## config.mk

```make
export PLATFORM = sky130hd
export DESIGN_NAME = icache_lockfill_ctrl
export DESIGN_NICKNAME = d
export VERILOG_FILES = /design/src/rtl/icl_pkg.sv /design/src/rtl/icl_mode_decode.sv /design/src/rtl/icl_fill_seq.sv /design/src/rtl/icache_lockfill_ctrl.sv
export SDC_FILE = /design/constraint.sdc
export NUM_CORES = 1
export LEC_CHECK = 0
export ABC_AREA = 1
export BUFFER_PORTS_ARGS = -buffer_cell sky130_fd_sc_hd__buf_2
export CAP_MARGIN = 40
export CELL_PAD_IN_SITES_DETAIL_PLACEMENT = 1
export CELL_PAD_IN_SITES_GLOBAL_PLACEMENT = 1
export CORE_ASPECT_RATIO = 0.5
export CORE_MARGIN = 2
export CORE_UTILIZATION = 31
export CTS_CLUSTER_SIZE = 28
export DETAILED_ROUTE_END_ITERATION = 16
export PLACE_DENSITY = 0.95
export SETUP_SLACK_MARGIN = 0.02
export SYNTH_ARGS = -nofsm -noshare
export SYNTH_HDL_FRONTEND = slang
export SYNTH_HIERARCHICAL = 1
export SYNTH_SLANG_ARGS = --single-unit
```

## constraint.sdc

```tcl
create_clock -name clk_i -period 4.7 [get_ports clk_i]
set_input_delay 1.41 -clock clk_i [delete_from_list [all_inputs] [get_ports clk_i]]
set_output_delay 1.41 -clock clk_i [all_outputs]
set_load 0.02 [all_outputs]
```

## src/rtl/icl_pkg.sv

```systemverilog
package icl_pkg;
  typedef enum logic [1:0] {
    OP_DISABLE,
    OP_ENABLE,
    OP_LOCK,
    OP_BAD
  } op_kind_e;

  typedef enum logic [1:0] {
    ST_IDLE,
    ST_CLEAR,
    ST_FILL
  } ctrl_state_e;
endpackage

```

## src/rtl/icl_mode_decode.sv

```systemverilog
module icl_mode_decode
  import icl_pkg::*;
#(
  parameter int OP_W = 32
) (
  input  logic [OP_W-1:0] op_i,
  output op_kind_e        kind_o
);
  localparam logic [OP_W-1:0] MODE_MASK = OP_W'(8'hff);

  logic [OP_W-1:0] mode;
  assign mode = op_i & MODE_MASK;

  always_comb begin
    if (mode[0])                                   kind_o = OP_DISABLE;
    else if (mode == '0)                           kind_o = OP_ENABLE;
    else if (mode == OP_W'(4) || mode == OP_W'(6)) kind_o = OP_LOCK;
    else                                           kind_o = OP_BAD;
  end
endmodule

```

## src/rtl/icl_fill_seq.sv

```systemverilog
module icl_fill_seq #(
  parameter int ADDR_W          = 32,
  parameter int WORD_BYTES      = 4,
  parameter int LINE_BYTES      = 16,
  parameter int WORDS_PER_BLOCK = 64,
  parameter int WAY_W           = 1,
  parameter int LOCK_BLOCKS     = 2
) (
  input  logic              clk_i,
  input  logic              rst_ni,
  input  logic              start_i,
  input  logic [ADDR_W-1:0] base_i,
  input  logic              step_i,
  output logic [ADDR_W-1:0] addr_o,
  output logic [WAY_W-1:0]  way_o,
  output logic              last_o
);
  localparam int WCNT_W = $clog2(WORDS_PER_BLOCK);
  localparam logic [ADDR_W-1:0] ALIGN_MASK = ~ADDR_W'(LINE_BYTES - 1);
  localparam logic [WCNT_W-1:0] LAST_WORD  = WCNT_W'(WORDS_PER_BLOCK - 1);
  localparam logic [WAY_W-1:0]  LAST_BLK   = WAY_W'(LOCK_BLOCKS - 1);

  logic [ADDR_W-1:0] addr_q;
  logic [WCNT_W-1:0] wcnt_q;
  logic [WAY_W-1:0]  blk_q;

  always_ff @(posedge clk_i or negedge rst_ni) begin
    if (!rst_ni) begin
      addr_q <= '0;
      wcnt_q <= '0;
      blk_q  <= '0;
    end else if (start_i) begin
      addr_q <= base_i & ALIGN_MASK;
      wcnt_q <= '0;
      blk_q  <= '0;
    end else if (step_i) begin
      addr_q <= addr_q + ADDR_W'(WORD_BYTES);
      if (wcnt_q == LAST_WORD) begin
        wcnt_q <= '0;
        blk_q  <= blk_q + 1'b1;
      end else begin
        wcnt_q <= wcnt_q + 1'b1;
      end
    end
  end

  assign addr_o = addr_q;
  assign way_o  = blk_q;
  assign last_o = (wcnt_q == LAST_WORD) && (blk_q == LAST_BLK);
endmodule

```

## src/rtl/icache_lockfill_ctrl.sv

```systemverilog
module icache_lockfill_ctrl
  import icl_pkg::*;
#(
  parameter int ADDR_W      = 32,
  parameter int DATA_W      = 32,
  parameter int NUM_WAYS    = 2,
  parameter int NUM_SETS    = 16,
  parameter int LINE_BYTES  = 16,
  parameter int LOCK_BLOCKS = 2,
  localparam int WORD_BYTES = DATA_W / 8,
  localparam int BOFF_W     = $clog2(WORD_BYTES),
  localparam int OFF_W      = $clog2(LINE_BYTES),
  localparam int SET_W      = $clog2(NUM_SETS),
  localparam int WIDX_W     = OFF_W - BOFF_W,
  localparam int TAG_W      = ADDR_W - SET_W - OFF_W,
  localparam int WAY_W      = $clog2(NUM_WAYS)
) (
  input  logic              clk_i,
  input  logic              rst_ni,
  input  logic              cmd_valid_i,
  input  logic              cmd_inval_i,
  input  logic [DATA_W-1:0] cmd_op_i,
  input  logic [ADDR_W-1:0] cmd_addr_i,
  output logic              busy_o,
  output logic              done_o,
  output logic              fault_o,
  output logic              cache_en_o,
  output logic              rd_valid_o,
  input  logic              rd_ready_i,
  output logic [ADDR_W-1:0] rd_addr_o,
  input  logic [DATA_W-1:0] rd_data_i,
  output logic              clr_all_o,
  output logic              wr_en_o,
  output logic [WAY_W-1:0]  wr_way_o,
  output logic [SET_W-1:0]  wr_set_o,
  output logic [WIDX_W-1:0] wr_word_o,
  output logic [TAG_W-1:0]  wr_tag_o,
  output logic [DATA_W-1:0] wr_data_o
);
  localparam int WORDS_PER_BLOCK = NUM_SETS * LINE_BYTES / WORD_BYTES;

  if (LOCK_BLOCKS > NUM_WAYS || LOCK_BLOCKS < 1) begin : g_bad_cfg
    $error("LOCK_BLOCKS must be between 1 and NUM_WAYS");
  end

  ctrl_state_e state_q;
  logic        cache_en_q, done_q, fault_q, inval_q;
  op_kind_e    kind;
  logic        accept, seq_start, seq_last;
  logic [ADDR_W-1:0] seq_addr;

  icl_mode_decode #(.OP_W(DATA_W)) u_dec (
    .op_i   (cmd_op_i),
    .kind_o (kind)
  );

  assign accept    = cmd_valid_i && (state_q == ST_IDLE);
  assign seq_start = accept && !cmd_inval_i && (kind == OP_LOCK);

  icl_fill_seq #(
    .ADDR_W          (ADDR_W),
    .WORD_BYTES      (WORD_BYTES),
    .LINE_BYTES      (LINE_BYTES),
    .WORDS_PER_BLOCK (WORDS_PER_BLOCK),
    .WAY_W           (WAY_W),
    .LOCK_BLOCKS     (LOCK_BLOCKS)
  ) u_seq (
    .clk_i   (clk_i),
    .rst_ni  (rst_ni),
    .start_i (seq_start),
    .base_i  (cmd_addr_i),
    .step_i  (wr_en_o),
    .addr_o  (seq_addr),
    .way_o   (wr_way_o),
    .last_o  (seq_last)
  );

  always_ff @(posedge clk_i or negedge rst_ni) begin
    if (!rst_ni) begin
      state_q    <= ST_IDLE;
      cache_en_q <= 1'b0;
      done_q     <= 1'b0;
      fault_q    <= 1'b0;
      inval_q    <= 1'b0;
    end else begin
      done_q  <= 1'b0;
      fault_q <= 1'b0;
      inval_q <= 1'b0;
      unique case (state_q)
        ST_IDLE: begin
          if (accept) begin
            if (cmd_inval_i) begin
              inval_q <= 1'b1;
              done_q  <= 1'b1;
            end else begin
              unique case (kind)
                OP_DISABLE: begin cache_en_q <= 1'b0; done_q <= 1'b1; end
                OP_ENABLE:  begin cache_en_q <= 1'b1; done_q <= 1'b1; end
                OP_LOCK:    state_q <= ST_CLEAR;
                default:    fault_q <= 1'b1;
              endcase
            end
          end
        end
        ST_CLEAR: state_q <= ST_FILL;
        ST_FILL: begin
          if (rd_ready_i && seq_last) begin
            state_q <= ST_IDLE;
            done_q  <= 1'b1;
          end
        end
        default: state_q <= ST_IDLE;
      endcase
    end
  end

  assign busy_o     = (state_q != ST_IDLE);
  assign done_o     = done_q;
  assign fault_o    = fault_q;
  assign cache_en_o = cache_en_q;
  assign clr_all_o  = (state_q == ST_CLEAR) || inval_q;

  // fetch and write in the same handshake cycle
  assign rd_valid_o = (state_q == ST_FILL);
  assign rd_addr_o  = seq_addr;
  assign wr_en_o    = rd_valid_o && rd_ready_i;
  assign wr_set_o   = seq_addr[OFF_W +: SET_W];
  assign wr_word_o  = seq_addr[BOFF_W +: WIDX_W];
  assign wr_tag_o   = seq_addr[ADDR_W-1 -: TAG_W];
  assign wr_data_o  = rd_data_i;
endmodule

```

==> results.sh, run 1 <==
export IMPL_yosys_register_bits=43
export IMPL_drtIter0Drc=177
export IMPL_finalSetupViolCount=0
export IMPL_timing_final_crit_share_pct=72.41
export IMPL_hold_viol_final=0
export IMPL_num_vias=3190
export IMPL_port_buffers=108
export IMPL_grt_overflow=0
export IMPL_start_kind="input pin"
export IMPL_hold_path_startpoint="cache_en_o$_DFFE_PN0P_"
export IMPL_htreeDepth=2
export IMPL_cts_made_buffers=5
export IMPL_skew_ns=0.008662
export IMPL_avgSynthCellArea_um2=7.070
export IMPL_slowest_stage="buf_4"
export IMPL_crit_start="rd_ready_i"
export IMPL_synth_area_um2=3294
export IMPL_final_cells=655
export IMPL_synth_cell_types=33
export IMPL_routed_wl_um=9936
export IMPL_synth_top_cell_by_area="dfrtp_1"
export IMPL_ios=203
export IMPL_required_ns=3.29
export IMPL_synthArstFlopShare_pct=100.0
export IMPL_cts_resized=0
export IMPL_finalMaxSlewViolations=0
export IMPL_fin_util_pct=36.30
export IMPL_power_switching_uw=933.3
export IMPL_ctsLongestPathBuffers=2
export IMPL_post_dp_hpwl_um=7479
export IMPL_area_growth_pct=13.25
export IMPL_cts_clk_slew_worst_paths_ns=0.07
export IMPL_ys_top_cells_by_area="dfrtp_1 (33%), buf_4 (15%), nand2_1 (14%)"
export IMPL_synthCells=466
export IMPL_critPathMaxStageDelay_ns=0.17
export IMPL_internal_power_uw=1096
export IMPL_synth_edff_count=0
export IMPL_post_cts_setup_buffers=0
export IMPL_power_density_nw_per_um2=543.9
export IMPL_arrival_ns=1.99
export IMPL_firstDrtPassIters=4
export IMPL_maxCapViolCount=0
export IMPL_grt_pass1_vias=3311
export IMPL_place_inst=647
export IMPL_r2r_start="state_q[1]$_DFFE_PN0P_"
export IMPL_period_needed_ns=3.403
export IMPL_path_common_cell="buf_2"
export IMPL_synthFlopType="dfrtp_1"
export IMPL_worstSetupPathType="in2out"
export IMPL_drcViolationCount=0
export IMPL_fill_cells=1367
export IMPL_cts_sinks=43
export IMPL_cts_root_buf="clkbuf_16"
export IMPL_reg2regPathDepth=10
export IMPL_die_x_um=149.8
export IMPL_critical_path_max_fanout=7
export IMPL_holdBufCountCts=0
export IMPL_row_count=26
export IMPL_die_y_um=76.90
export IMPL_n_antenna_cell=0
export IMPL_dieArea_um2=11520
export IMPL_p_total_uw=2029
export IMPL_p_clk_share_pct=22.5
export IMPL_hold_depth=2
export IMPL_multi_input_area_um2=1529
export IMPL_ys_warnings_count=6
export IMPL_grt_setup_unrepaired="false"
export IMPL_final_area_um2=3731
export IMPL_p_seq_share_pct=34.3
export IMPL_status="finished clean"
export IMPL_ys_seq_area_share_pct=32.66
export IMPL_swShare_pct=45.99
export IMPL_hold_class="reg2reg"
export IMPL_r2r_slack_ns=2.46
export IMPL_regArea_um2=1076
export IMPL_leakage_uw=0.001968
export IMPL_vias_per_cell=4.870
export IMPL_antenna_found_initial=0
export IMPL_layout_drive_gt1_share_pct=28.74
export IMPL_netlist_area_leader_share_pct=32.66
export IMPL_grt_max_degree=35
export IMPL_cp_end_kind="output pin"
export IMPL_insertion_delay_ns=0.29
export IMPL_fmax_mhz=293.8
export IMPL_reg2reg_to="u_seq/addr_o[11]$_DFFE_PN0N_"
export IMPL_grt_pass1_wl_um=16220
export IMPL_wl_per_cell_um=15.17
export IMPL_gp_congestion=0.8198
export IMPL_pwr_share_comb_pct=43.2
export IMPL_vdd_drop_max_uv=213.9
export IMPL_crit_end="wr_en_o"
export IMPL_start_util_pct=32.05
export IMPL_nets=617
export IMPL_drt_antenna_violating_nets=0
export IMPL_grt_usage_pct=17.48
export IMPL_cp_cell_sequence="buf_2 > inv_1 > nor2_1 > buf_4 > buf_2"
export IMPL_cts_tree="built"
export IMPL_dpl_instance_area_um2=3538
export IMPL_fin_setup_tns_ns=0
export IMPL_core_um2=10280
power groups by stage:
stage          Sequential (uW)  Clock (uW)  Combinational (uW)
5_1_grt                    725         486                 954
2_1_floorplan              769           0                 614
3_3_place_gp               689           0                 839
6_report                   695         457                 877
3_5_place_dp               701           0                 877
4_1_cts                    697         470                 882
per-stage QoR:
stage               setup slack [ns]  hold slack (ns)
floorplan                      1.359           0.4689
global placement               1.242           0.4633
detailed placement             1.108           0.4697
CTS                            1.295           0.4867
global route                   1.213           0.5250
finish                         1.297           0.4845
per-layer routing:
layer	share of wire (%)	wire length [um]	track usage [%]
met5	0	0	0
met4	1.6	162	5.660
met3	5.0	494	2.798
met2	52	5149	32.29
met1	42	4130	20.67
synth_stat cells (4+ instances only):
| master | n |
|---|---|
| nor2_2 | 5 |
| nand2_2 | 7 |
| buf_2 | 4 |
| a21oi_1 | 10 |
| nor3_1 | 4 |
| a22oi_1 | 19 |
| nand3_1 | 39 |
| o21bai_1 | 4 |
| o21ai_0 | 7 |
| buf_4 | 66 |
| dfrtp_1 | 43 |
| nor2_1 | 52 |
| nand4_1 | 5 |
| inv_1 | 44 |
| nand2_1 | 120 |
| nor2_4 | 9 |
| xor2_1 | 6 |
sequential cells by signal, indices dropped and copies added, names as in the netlist:
signal        cells
u_seq/wcnt_q      6
fault_o           1
state_q           2
done_o            1
u_seq/addr_o     30
inval_q           1
cache_en_o        1
u_seq/way_o       1
cells in the final DEF (no fill, tap or decap), types with 2 or more instances in the layout:
cell type,count
nor2_4,9
nor2_2,5
nor3_1,3
or2_2,2
nand2_2,7
dfrtp_1,43
nor2_1,52
and2_1,2
xnor2_1,2
buf_2,108
o21bai_1,4
bufinv_16,2
a21oi_1,10
nand4_1,5
o21ai_0,7
inv_1,44
o22ai_1,2
ha_1,2
nand3_1,39
buf_4,3
a22oi_1,19
clkbuf_16,5
xor2_1,6
nand2_1,120
conb_1,2
how the worst min path moves through the flow:
stage,to
finish,cache_en_o$_DFFE_PN0P_
global route,cache_en_o$_DFFE_PN0P_
CTS,cache_en_o$_DFFE_PN0P_
detailed placement,cache_en_o$_DFFE_PN0P_
global placement,cache_en_o$_DFFE_PN0P_
floorplan,u_seq/wcnt_q[0]$_DFFE_PN0N_
cell families (layout without fill, tap and decap cells):
kind of cell             Yosys count  count (layout)  share of synthesized area (%)
other                              1               2                         0.1138
AO/OA/AOI/OAI                     45              45                          8.925
AND/OR/NAND/NOR                  249             249                          34.22
flip-flops                        43              43                          32.66
buffers and inverters            118             166                          21.19
adder cells (fa/ha/maj)            2               2                         0.7595
XOR/XNOR                           8               8                          2.127
cell type report:
type	count	share of cell area (%)
multi-input cells	306	40.98
flip-flops and latches	43	28.84
repair buffers	112	15.63
inverters	46	4.695
well taps	140	4.695
clock buffers	5	3.353
clock inverters	3	1.811
worst max-delay path: cells and delay by family:
family                 cells  cell delay (ns)
buffers and inverters      4             0.46
and+or+nand+nor            1             0.11
No activity file was read; power rests on OpenSTA's default activity.
==> inputs of run 2 (changes only) <==
Settings changed: CORE_UTILIZATION 31 to 29, PLACE_DENSITY 0.95 to 0.9.
Clock period 4.7 ns to 3.5 ns, I/O delays scaled along.
==> results.sh, run 2 (same netlist as run 1, synthesis figures left out) <==
export IMPL_status="finished clean"
export IMPL_firstDrtPassIters=4
export IMPL_die_x_um=154.7
export IMPL_post_dp_hpwl_um=7606
export IMPL_row_count=27
export IMPL_nets=617
export IMPL_largest_reg_flops=30
export IMPL_port_buffers=108
export IMPL_fin_setup_tns_ns=0
export IMPL_finalSetupViolCount=0
export IMPL_holdBufCountCts=0
export IMPL_max_slew_margin_rel_pct=47.98
export IMPL_die_y_um=79.37
export IMPL_timing_final_crit_share_pct=83.83
export IMPL_vias_per_cell=4.759
export IMPL_final_cells=660
export IMPL_ctsLongestPathBuffers=2
export IMPL_grt_pass1_wl_um=15770
export IMPL_p_clk_share_pct=17.7
export IMPL_pwr_share_comb_pct=45.8
export IMPL_cts_tree="built"
export IMPL_wl_per_cell_um=14.58
export IMPL_drt_antenna_violating_nets=0
export IMPL_p_seq_share_pct=36.4
export IMPL_cts_sinks=43
export IMPL_start_kind="input pin"
export IMPL_swShare_pct=48.23
export IMPL_critical_path_max_fanout=7
export IMPL_cts_root_buf="clkbuf_16"
export IMPL_dieArea_um2=12280
export IMPL_grt_max_degree=34
export IMPL_maxCapViolCount=0
export IMPL_cts_made_buffers=5
export IMPL_core_um2=11050
export IMPL_fmax_mhz=340.8
export IMPL_cts_resized=0
export IMPL_vdd_drop_max_uv=216.1
export IMPL_antenna_found_initial=0
export IMPL_skew_ns=0.004600
export IMPL_timing_hold_ws_ns=0.4968
export IMPL_cp_end_kind="output pin"
export IMPL_fin_util_pct=33.33
export IMPL_ios=203
export IMPL_p_total_uw=2556
export IMPL_place_inst=652
export IMPL_period_needed_ns=2.934
export IMPL_drtIter0Drc=160
export IMPL_htreeDepth=2
export IMPL_power_switching_uw=1233
export IMPL_gp_congestion=0.8036
export IMPL_power_density_nw_per_um2=694.1
export IMPL_area_growth_pct=11.77
export IMPL_required_ns=2.45
export IMPL_routed_wl_um=9623
export IMPL_leakage_uw=0.001947
export IMPL_start_util_pct=29.82
export IMPL_n_antenna_cell=0
export IMPL_grt_usage_pct=16.02
export IMPL_worstSetupPathType="in2out"
export IMPL_insertion_delay_ns=0.29
export IMPL_finalMaxSlewViolations=0
export IMPL_num_vias=3141
export IMPL_worst_pin_slew_ns=0.7795
export IMPL_internal_power_uw=1323
export IMPL_hold_viol_final=0
export IMPL_hold_class="reg2reg"
export IMPL_final_common_cell="nand2_1"
export IMPL_cts_clk_slew_worst_paths_ns=0.06
export IMPL_post_cts_setup_buffers=0
export IMPL_grt_pass1_vias=3311
export IMPL_grt_overflow=0
export IMPL_grt_setup_unrepaired="false"
export IMPL_drcViolationCount=0
export IMPL_layout_drive_gt1_share_pct=28.35
export IMPL_final_cell_mix="nand2_1 (120), buf_2 (108), nor2_1 (52)"
export IMPL_arrival_ns=1.88
==> run 2: critical path, stage by stage <==
cell and delay, ns:
buf_2 0.08, inv_1 0.04, nor2_1 0.44, buf_2 0.27
==> run 2: cell type report <==
| class | instances | area [um^2] |
|---|---|---|
| Multi-Input combinational cell | 306 | 1529 |
| Fill cell | 1440 | 7365 |
| Tap cell | 145 | 181.4 |
| Clock buffer | 7 | 132.6 |
| Inverter | 46 | 175.2 |
| Clock inverter | 1 | 5.005 |
| Timing Repair Buffer | 112 | 583.1 |
| Sequential cell | 43 | 1076 |
==> run 2: power by group through the flow <==
stage	sequential, uW	combinational, uW	clock, uW
floorplan	1030	824	0
global placement	926	1120	0
detailed placement	939	1180	0
CTS	932	1180	465
global route	967	1280	492
finish	931	1170	454
==> run 2: path summary, 6_finish.rpt <==
kind | startpoint | to | slack, ns | depth (start not counted)
worst max register to register | state_q[0]$_DFFE_PN0P_ | u_seq/addr_o[11]$_DFFE_PN0N_ | 1.29 | 9
worst max-delay path | rd_ready_i | wr_en_o | 0.57 | 4
worst min-delay path | cache_en_o$_DFFE_PN0P_ | cache_en_o$_DFFE_PN0P_ | 0.50 | 2
min in group asynchronous | rst_ni | state_q[0]$_DFFE_PN0P_ | 0.64 | 1
max in group asynchronous | rst_ni | u_seq/addr_o[20]$_DFFE_PN0N_ | 2.40 | 2
worst min register to register | cache_en_o$_DFFE_PN0P_ | cache_en_o$_DFFE_PN0P_ | 0.50 | 2
==> run 2: layer usage <==
metal  vias up  wire [um]  track usage, %
li1       1516          -               -
met1      1537       4025           18.31
met2        71       5000           30.36
met3        17        422           2.784
met4         0        174           5.833
met5         -          0               0
==> run 2: through the flow <==
| step | cell area (um^2) | worst slack [ns] |
|---|---|---|
| floorplan | 3298 | 0.8792 |
| global placement | 3525 | 0.4270 |
| detailed placement | 3545 | 0.3053 |
| CTS | 3682 | 0.5712 |
| global route | 3682 | 0.2795 |
| finish | 3682 | 0.5658 |
==> inputs of run 3 (changes only) <==
Clock period 3.5 ns to 2.9 ns, I/O delays scaled along.
==> results.sh, run 3 (same netlist as run 1, synthesis figures left out) <==
export IMPL_status="finished clean"
export IMPL_grt_pass1_wl_um=15970
export IMPL_grt_usage_pct=16.39
export IMPL_fill_cells=1393
export IMPL_fin_setup_tns_ns=0
export IMPL_drcViolationCount=0
export IMPL_maxCapViolCount=0
export IMPL_leakage_uw=0.001983
export IMPL_finalSetupViolCount=0
export IMPL_hold_viol_final=0
export IMPL_layout_drive_gt1_share_pct=29.29
export IMPL_worstSetupPathType="in2reg"
export IMPL_hold_depth=2
export IMPL_grt_overflow=0
export IMPL_cts_root_buf="clkbuf_16"
export IMPL_wl_per_cell_um=14.82
export IMPL_largest_reg_flops=30
export IMPL_area_growth_pct=13.63
export IMPL_core_um2=11050
export IMPL_port_buffers=108
export IMPL_power_density_nw_per_um2=864.7
export IMPL_antenna_found_initial=0
export IMPL_cts_sinks=43
export IMPL_grt_pass1_vias=3284
export IMPL_row_count=27
export IMPL_post_dp_hpwl_um=7597
export IMPL_die_x_um=154.7
export IMPL_ios=203
export IMPL_cts_made_buffers=5
export IMPL_cp_end_kind="flip-flop"
export IMPL_drtIter0Drc=162
export IMPL_required_ns=3.08
export IMPL_fmax_mhz=394.9
export IMPL_start_util_pct=29.82
export IMPL_timing_final_crit_share_pct=87.33
export IMPL_finalMaxSlewViolations=0
export IMPL_gp_congestion=0.8100
export IMPL_insertion_delay_ns=0.29
export IMPL_firstDrtPassIters=4
export IMPL_grt_setup_unrepaired="false"
export IMPL_num_vias=3116
export IMPL_arrival_ns=2.71
export IMPL_hold_class="reg2reg"
export IMPL_dieArea_um2=12280
export IMPL_start_kind="input pin"
export IMPL_cts_tree="built"
export IMPL_die_y_um=79.37
export IMPL_n_antenna_cell=0
export IMPL_routed_wl_um=9840
export IMPL_grt_max_degree=27
export IMPL_nets=621
export IMPL_post_cts_setup_buffers=0
export IMPL_skew_ns=0.006772
export IMPL_cts_resized=0
export IMPL_period_needed_ns=2.533
export IMPL_drt_antenna_violating_nets=0
export IMPL_vdd_drop_max_uv=306.2
export IMPL_ctsLongestPathBuffers=2
export IMPL_htreeDepth=2
export IMPL_cts_clk_slew_worst_paths_ns=0.06
export IMPL_vias_per_cell=4.693
export IMPL_timing_hold_ws_ns=0.4820
export IMPL_reg2regPathDepth=11
export IMPL_final_cell_mix="nand2_1 (120), buf_2 (108), nor2_1 (52)"
export IMPL_final_common_cell="nand2_1"
export IMPL_holdBufCountCts=0
export IMPL_critical_path_max_fanout=19
-- run 3: layer usage --
metal	vias to the layer above	wire, um	GRT usage, %
li1	1518	-	-
met1	1514	4049	18.12
met2	64	5199	31.43
met3	20	362	2.948
met4	0	228	6.759
met5	-	0	0
-- run 3: where the power goes --
part | internal, uW | switching (uW)
combinational | 490 | 940
sequential | 805 | 322
clock | 429 | 250
-- run 3: worst paths after layout --
check | from | to | slack, ns
hold / removal | cache_en_o$_DFFE_PN0P_ | cache_en_o$_DFFE_PN0P_ | 0.48
hold reg to reg | cache_en_o$_DFFE_PN0P_ | cache_en_o$_DFFE_PN0P_ | 0.48
setup reg to reg | state_q[1]$_DFFE_PN0P_ | u_seq/addr_o[11]$_DFFE_PN0N_ | 0.94
setup / recovery | cmd_op_i[5] | u_seq/addr_o[11]$_DFFE_PN0N_ | 0.37
max in group asynchronous | rst_ni | u_seq/addr_o[11]$_DFFE_PN0N_ | 1.82
min in group asynchronous | rst_ni | u_seq/addr_o[6]$_DFFE_PN0N_ | 0.51
-- run 3: area by class of cell --
cell class | instances | area (um^2) | share of cell area, %
clock buffers | 6 | 138.9 | 3.710
well taps | 145 | 181.4 | 4.846
flip-flops and latches | 43 | 1076 | 28.74
multi-input cells | 306 | 1529 | 40.84
inverters | 46 | 175.2 | 4.679
clock inverters | 2 | 35.03 | 0.9358
repair buffers | 116 | 608.1 | 16.24
-- run 3: critical path, stage by stage --
cell and delay, ns:
buf_2 0.10, nor2_1 0.15, nand3_2 0.10, nor2_1 0.09, nor2_1 0.06, inv_1 0.07, nand2_1 0.08, nor3_2 0.22
buf_4 0.17, inv_4 0.05, nand2_1 0.15, inv_2 0.20, o21ai_0 0.15, nand3_1 0.09, o21ai_1 0.09, nand2_1 0.06
-- run 3: through the flow --
stage                     worst slack [ns]  cell area [um^2]  power, uW  utilization [%]  instances
after floorplan                     0.5359              3298       2241                -        467
after global placement             0.08201              3555       2484            32.18        655
after detailed placement           0.04496              3570       2576            32.31        656
after CTS                           0.3491              3744       3270            33.89        664
after global routing                0.1639              3744       3456            33.89        664
final                               0.3675              3744       3237            33.89        664
